==> src/rtl/masked_arith_pkg.sv <==
package masked_arith_pkg;

  // One bit held as two Boolean shares; value = s0 ^ s1.
  typedef struct packed {
    logic s0;
    logic s1;
  } share_bit_t;

  // Fresh random bits per carry-producing slice: one per AND gadget.
  localparam int unsigned RND_PER_SLICE = 3;

endpackage

==> src/rtl/share_delay.sv <==
module share_delay #(
  parameter int unsigned W     = 1,
  parameter int unsigned DEPTH = 1
) (
  input  logic         clk,
  input  logic         rst_n,
  input  logic         en,
  input  logic [W-1:0] d,
  output logic [W-1:0] q
);

  logic [W-1:0] stg [DEPTH];

  always_ff @(posedge clk) begin
    if (!rst_n) begin
      for (int k = 0; k < int'(DEPTH); k++) stg[k] <= '0;
    end else if (en) begin
      stg[0] <= d;
      for (int k = 1; k < int'(DEPTH); k++) stg[k] <= stg[k-1];
    end
  end

  assign q = stg[DEPTH-1];

endmodule

==> src/rtl/mask_and_gadget.sv <==
module mask_and_gadget
  import masked_arith_pkg::*;
(
  input  logic       clk,
  input  logic       rst_n,
  input  logic       en,
  input  share_bit_t x,
  input  share_bit_t y,
  input  logic       rnd,
  output share_bit_t q
);

  // Cross-share products and the fresh bit are registered first,
  // so the XOR chain below only ever sees stable, aligned inputs.
  logic p00, p01, p10, p11, r_q;
  logic z;

  always_ff @(posedge clk) begin
    if (!rst_n) begin
      p00 <= 1'b0;
      p01 <= 1'b0;
      p10 <= 1'b0;
      p11 <= 1'b0;
      r_q <= 1'b0;
    end else if (en) begin
      p00 <= x.s0 & y.s0;
      p01 <= x.s0 & y.s1;
      p10 <= x.s1 & y.s0;
      p11 <= x.s1 & y.s1;
      r_q <= rnd;
    end
  end

  // Chain starts from the random bit so every partial sum stays masked.
  assign z    = (((r_q ^ p00) ^ p01) ^ p10) ^ p11;
  assign q.s0 = z;
  assign q.s1 = r_q;


  gadget_and_chk: assert property (@(posedge clk) disable iff (!rst_n)
    en |=> ((q.s0 ^ q.s1) == ($past(x.s0 ^ x.s1) & $past(y.s0 ^ y.s1))));


  gadget_hold_chk: assert property (@(posedge clk) disable iff (!rst_n)
    !en |=> $stable(q));

endmodule

==> src/rtl/masked_slice.sv <==
module masked_slice
  import masked_arith_pkg::*;
(
  input  logic                     clk,
  input  logic                     rst_n,
  input  logic                     en,
  input  share_bit_t               a,
  input  share_bit_t               b,
  input  share_bit_t               cin,
  input  logic [RND_PER_SLICE-1:0] rnd,
  output share_bit_t               sum,
  output share_bit_t               cout
);

  share_bit_t t_ab, t_ac, t_bc;

  // Linear part: each share handled on its own.
  assign sum.s0 = a.s0 ^ b.s0 ^ cin.s0;
  assign sum.s1 = a.s1 ^ b.s1 ^ cin.s1;

  mask_and_gadget u_and_ab (
    .clk(clk), .rst_n(rst_n), .en(en), .x(a), .y(b),   .rnd(rnd[0]), .q(t_ab));
  mask_and_gadget u_and_ac (
    .clk(clk), .rst_n(rst_n), .en(en), .x(a), .y(cin), .rnd(rnd[1]), .q(t_ac));
  mask_and_gadget u_and_bc (
    .clk(clk), .rst_n(rst_n), .en(en), .x(b), .y(cin), .rnd(rnd[2]), .q(t_bc));

  // Majority = ab ^ ac ^ bc, recombined per share domain.
  assign cout.s0 = t_ab.s0 ^ t_ac.s0 ^ t_bc.s0;
  assign cout.s1 = t_ab.s1 ^ t_ac.s1 ^ t_bc.s1;

endmodule

==> src/rtl/masked_addsub.sv <==
module masked_addsub
  import masked_arith_pkg::*;
#(
  parameter int unsigned WIDTH = 16,
  localparam int unsigned RND_W = RND_PER_SLICE * (WIDTH - 1)
) (
  input  logic             clk,
  input  logic             rst_n,
  input  logic             in_valid,
  output logic             in_ready,
  input  logic             in_sub,
  input  logic [WIDTH-1:0] in_a_s0,
  input  logic [WIDTH-1:0] in_a_s1,
  input  logic [WIDTH-1:0] in_b_s0,
  input  logic [WIDTH-1:0] in_b_s1,
  input  logic [RND_W-1:0] in_rnd,
  output logic             out_valid,
  input  logic             out_ready,
  output logic [WIDTH-1:0] out_sum_s0,
  output logic [WIDTH-1:0] out_sum_s1
);

  // Whole pipeline moves as one unit; it only stops when a finished
  // result sits at the output unclaimed.
  logic advance;
  assign advance  = !out_valid || out_ready;
  assign in_ready = advance;

  // Subtract: complement B on share 0 only, carry-in of one.
  logic [WIDTH-1:0] b_s0_x;
  assign b_s0_x = in_b_s0 ^ {WIDTH{in_sub}};

  share_bit_t a_st [WIDTH];
  share_bit_t b_st [WIDTH];
  share_bit_t cy   [WIDTH];
  share_bit_t sm   [WIDTH];

  assign cy[0] = '{s0: in_sub, s1: 1'b0};

  for (genvar i = 0; i < int'(WIDTH); i++) begin : g_bit
    // Input skew: bit i waits i stages for its carry.
    if (i == 0) begin : g_noskew
      assign a_st[i] = '{s0: in_a_s0[i], s1: in_a_s1[i]};
      assign b_st[i] = '{s0: b_s0_x[i],  s1: in_b_s1[i]};
    end else begin : g_skew
      logic [3:0] sk;
      share_delay #(.W(4), .DEPTH(i)) u_skew (
        .clk(clk), .rst_n(rst_n), .en(advance),
        .d({in_a_s0[i], in_a_s1[i], b_s0_x[i], in_b_s1[i]}),
        .q(sk));
      assign a_st[i] = '{s0: sk[3], s1: sk[2]};
      assign b_st[i] = '{s0: sk[1], s1: sk[0]};
    end

    // Slice: only bits below the top produce a carry.
    if (i < int'(WIDTH) - 1) begin : g_slice
      masked_slice u_slice (
        .clk(clk), .rst_n(rst_n), .en(advance),
        .a(a_st[i]), .b(b_st[i]), .cin(cy[i]),
        .rnd(in_rnd[RND_PER_SLICE*i +: RND_PER_SLICE]),
        .sum(sm[i]), .cout(cy[i+1]));
    end else begin : g_top
      assign sm[i].s0 = a_st[i].s0 ^ b_st[i].s0 ^ cy[i].s0;
      assign sm[i].s1 = a_st[i].s1 ^ b_st[i].s1 ^ cy[i].s1;
    end

    // Output deskew: lower bits wait for the top bit.
    logic [1:0] dq;
    share_delay #(.W(2), .DEPTH(WIDTH - i)) u_deskew (
      .clk(clk), .rst_n(rst_n), .en(advance),
      .d({sm[i].s0, sm[i].s1}),
      .q(dq));
    assign out_sum_s0[i] = dq[1];
    assign out_sum_s1[i] = dq[0];
  end

  share_delay #(.W(1), .DEPTH(WIDTH)) u_valid (
    .clk(clk), .rst_n(rst_n), .en(advance),
    .d(in_valid), .q(out_valid));


  ready_pass_chk: assert property (@(posedge clk) disable iff (!rst_n)
    out_ready |-> in_ready);


  stall_block_chk: assert property (@(posedge clk) disable iff (!rst_n)
    (out_valid && !out_ready) |-> !in_ready);


  result_hold_chk: assert property (@(posedge clk) disable iff (!rst_n)
    (out_valid && !out_ready) |=>
      (out_valid && $stable(out_sum_s0) && $stable(out_sum_s1)));

endmodule

==> config.mk <==
export PLATFORM = sky130hd
export DESIGN_NAME = masked_addsub
export DESIGN_NICKNAME = d
export VERILOG_FILES = /design/src/rtl/masked_arith_pkg.sv /design/src/rtl/share_delay.sv /design/src/rtl/mask_and_gadget.sv /design/src/rtl/masked_slice.sv /design/src/rtl/masked_addsub.sv
export SDC_FILE = /design/constraint.sdc
export NUM_CORES = 1
export LEC_CHECK = 0
export BUFFER_PORTS_ARGS = -buffer_cell sky130_fd_sc_hd__buf_2
export CORE_ASPECT_RATIO = 1.25
export CORE_MARGIN = 10
export CORE_UTILIZATION = 50
export CTS_CLUSTER_SIZE = 12
export DETAILED_ROUTE_END_ITERATION = 16
export GPL_ROUTABILITY_DRIVEN = 0
export GPL_TIMING_DRIVEN = 0
export PLACE_DENSITY = 0.69
export RECOVER_POWER = 25
export SLEW_MARGIN = 20
export SYNTH_ARGS = -nofsm -noshare
export SYNTH_HDL_FRONTEND = slang
export SYNTH_HIERARCHICAL = 1
export SYNTH_SLANG_ARGS = --single-unit
==> constraint.sdc <==
create_clock -name clk -period 5.34 [get_ports clk]
set_input_delay 1.068 -clock clk [delete_from_list [all_inputs] [get_ports clk]]
set_output_delay 1.068 -clock clk [all_outputs]
set_load 0.01 [all_outputs]
==> results.cfg <==
[run_status]
outcome = complete, but fails checks
violations = max-capacitance violations, max-slew violations

[logic_synthesis]
post-synth-top-count-cell = edfxtp_1
ys_seq_area_frac = 0.646
synthTopCellsByArea = edfxtp_1 (54%), dfxtp_1 (11%), and3_2 (5.1%)
synth_area_um2 = 42700
synth_cell_types = 24
syn_inst = 2963
synth_edf_count = 767
synth_warnings = 6
synth.ff_latch_count = 993
synth_commonest_cells = edfxtp_1 (767), and3_1 (349), and3_2 (292), dfxtp_1 (226), nand2b_1 (205)
postSynth.asyncResetShare = 0
ys.flop_type = edfxtp_1
synth_top_area_cell = edfxtp_1
synth_top_area_frac = 0.540
syn_area_per_cell_um2 = 14.4

[clock_tree]
hold_buffers = 0
clkLatencyLatePin_ps = 650
cts_setup_buffers = 0
cts-root-buf = clkbuf_16
numCtsBuffers = 99
cts_max_level = 3
cts_buffer_depth = 3
cts_tree = done
cts_sinks = 993
cts_resized = 0
clkTransAtPathRegs_ps = 60

[timing]
min_period_ps = 3820
setup_viol = 0
fin_skew_ps = 27.5
final.period_utilization = 0.716
tightest_slew_ps = 1650
final_max_slew_viol_count = 31
rsz0062_at_grt = false
hold_viol_final = 0
slew_headroom = -0.0969
timing.fmax_mhz = 262

[grt]
antenna_found_initial = 4
overflow = 0
grt_pass1_vias = 24000
track_usage = 0.152
grt_pass1_wl_um = 122000
grt_max_degree = 133

[die]
die-area_um2 = 97500
start_util = 0.506
die_w_um = 281
die_h_um = 347
ios = 148
rows = 119
core_um2 = 84400

[detailed_routing]
first_iter_violations = 1473
drc = 0
wl_per_cell_um = 17.0
routed_via_density = 5.24
vias = 23100
drt-pass1-iter-count = 5
drt-total-wl_um = 74900
route.antenna.remaining_nets = 0

[layout]
drive_above_1_share = 0.263
fin_area_um2 = 48000
fillerInstances = 6702
insertedDiodeCount = 0
regArea_um2 = 27600
nets = 3338
synthToLayoutAreaGrowth_pct = 12.4
multi_input_area_um2 = 13000
layout.cells.non_filler = 4396

[critical_path]
critPathMaxStageDelay_ps = 1160
worstPathMaxFanout = 132
crit_type = input port to flop
cp.arrival_ps = 4050
crit_required_ps = 5570
crit_path_end_kind = flop
path_cells = clkbuf_1, buf_16, buf_16, clkbuf_1, nand2b_2
cp-start-kind = input port
crit_slowest_cell = clkbuf_1

[power_and_ir_drop]
ir_drop_v = 0.000264
power.leakage_nw = 21.6
finalPower_w = 0.0159
cellPowerDensity_nw_per_um2 = 331

[place]
placed_area_um2 = 45100
hpwlAfterDp_um = 47800
dpl.cell_count = 4212
io_buffers = 147

[job]
maxCapViolCount = 1

[hold_path]
worstHoldPathType = flop to flop
-- power by group --
part / internal (W) / switching [W] / total, W
combinational: 0.000457 / 0.000373 / 0.000830
sequential: 0.00843 / 0.0000652 / 0.00850
clock: 0.00379 / 0.00278 / 0.00656
-- flip-flops by register name (all words and copies together) (netlist names) --
| signal | count |
|---|---|
| g_bit.g_slice.u_slice/u_and_ab/p10 | 15 |
| g_bit.g_slice.u_slice/u_and_ac/r_q | 15 |
| g_bit.g_slice.u_slice/u_and_ab/p01 | 15 |
| g_bit.g_slice.u_slice/u_and_ab/p11 | 15 |
| g_bit.g_slice.u_slice/u_and_ac/p11 | 15 |
| g_bit.g_slice.u_slice/u_and_ab/p00 | 15 |
| g_bit.g_slice.u_slice/u_and_bc/p01 | 15 |
| g_bit.g_slice.u_slice/u_and_ac/p10 | 15 |
| g_bit.g_slice.u_slice/u_and_ac/p00 | 15 |
| g_bit.g_slice.u_slice/u_and_bc/r_q | 15 |
| g_bit.g_slice.u_slice/u_and_bc/p00 | 15 |
| g_bit.g_skew.u_skew/stg | 480 |
| g_bit.g_slice.u_slice/u_and_bc/p10 | 15 |
| g_bit.g_slice.u_slice/u_and_ab/r_q | 15 |
| g_bit.g_slice.u_slice/u_and_bc/p11 | 15 |
| g_bit.g_slice.u_slice/u_and_ac/p01 | 15 |
| u_valid/stg | 16 |
| g_bit.u_deskew/stg | 272 |
-- routing by layer --
| metal | part of all wire | track usage |
|---|---|---|
| met1 | 0.43 | 0.190 |
| met4 | 0.025 | 0.0521 |
| met2 | 0.50 | 0.263 |
| met3 | 0.041 | 0.0264 |
| met5 | 0 | 0 |
-- worst max-delay path, delay by kind of cell --
family,cells,cell delay (ps)
buffers and inverters,4,2290
AND/OR/NAND/NOR,1,480
-- layout by cell type (no fill, tap or decap), drive strengths merged --
| cell | count |
|---|---|
| mux2i | 46 |
| and2b | 1 |
| and3 | 641 |
| xor3 | 62 |
| dfxtp | 226 |
| xor2 | 61 |
| bufinv | 2 |
| conb | 5 |
| edfxtp | 767 |
| xnor3 | 45 |
| clkbuf | 236 |
| a21boi | 180 |
| or2b | 8 |
| clkinvlp | 2 |
| nand3 | 180 |
| clkinv | 11 |
| xnor2 | 45 |
| buf | 413 |
| nand2b | 205 |
| nor2b | 45 |
| and2 | 126 |
-- worst paths after layout --
check | from | end | slack (ps) | cells past startpoint
worst max-delay path | rst_n | g_bit[7].g_skew.u_skew/stg[2][4] | 1520 | 5
worst min register to register | g_bit[13].g_slice.u_slice/u_and_ac/p00 | g_bit[13].g_slice.u_slice/u_and_ac/p00 | 490 | 2
worst max register to register | u_valid/stg[3][3] | g_bit[5].u_deskew/stg[2][1] | 2530 | 4
worst min-delay path | g_bit[13].g_slice.u_slice/u_and_ac/p00 | g_bit[13].g_slice.u_slice/u_and_ac/p00 | 490 | 2
-- kinds of logic (layout without fill, tap and decap cells) --
logic type / Yosys count / in the layout / synth area share
simple gates: 1206 / 1206 / 0.181
flops: 993 / 993 / 0.646
buf+inv: 324 / 664 / 0.0512
xor+xnor: 213 / 213 / 0.0800
compound gates: 180 / 180 / 0.0317
mux: 46 / 46 / 0.0108
other cells: 1 / 5 / 0.0000879
-- area by class of cell --
class,instances,share of cell area
clock buffer,169,0.0607
tap,1089,0.0284
buffer,324,0.0424
multi-input combinational,1650,0.271
clock inverter,15,0.00292
timing repair buffer,156,0.0202
sequential,993,0.574
-- stage by stage --
stage	utilization	setup slack, ps	hold slack (ps)	setup TNS [ps]
global route	0.568	1220	509	0
finish	0.568	1520	486	0
floorplan	-	917	454	0
global placement	0.531	-3540	472	-3222670
CTS	0.570	2230	488	0
detailed placement	0.534	1530	479	0
No activity file was read; power rests on OpenSTA's default activity.
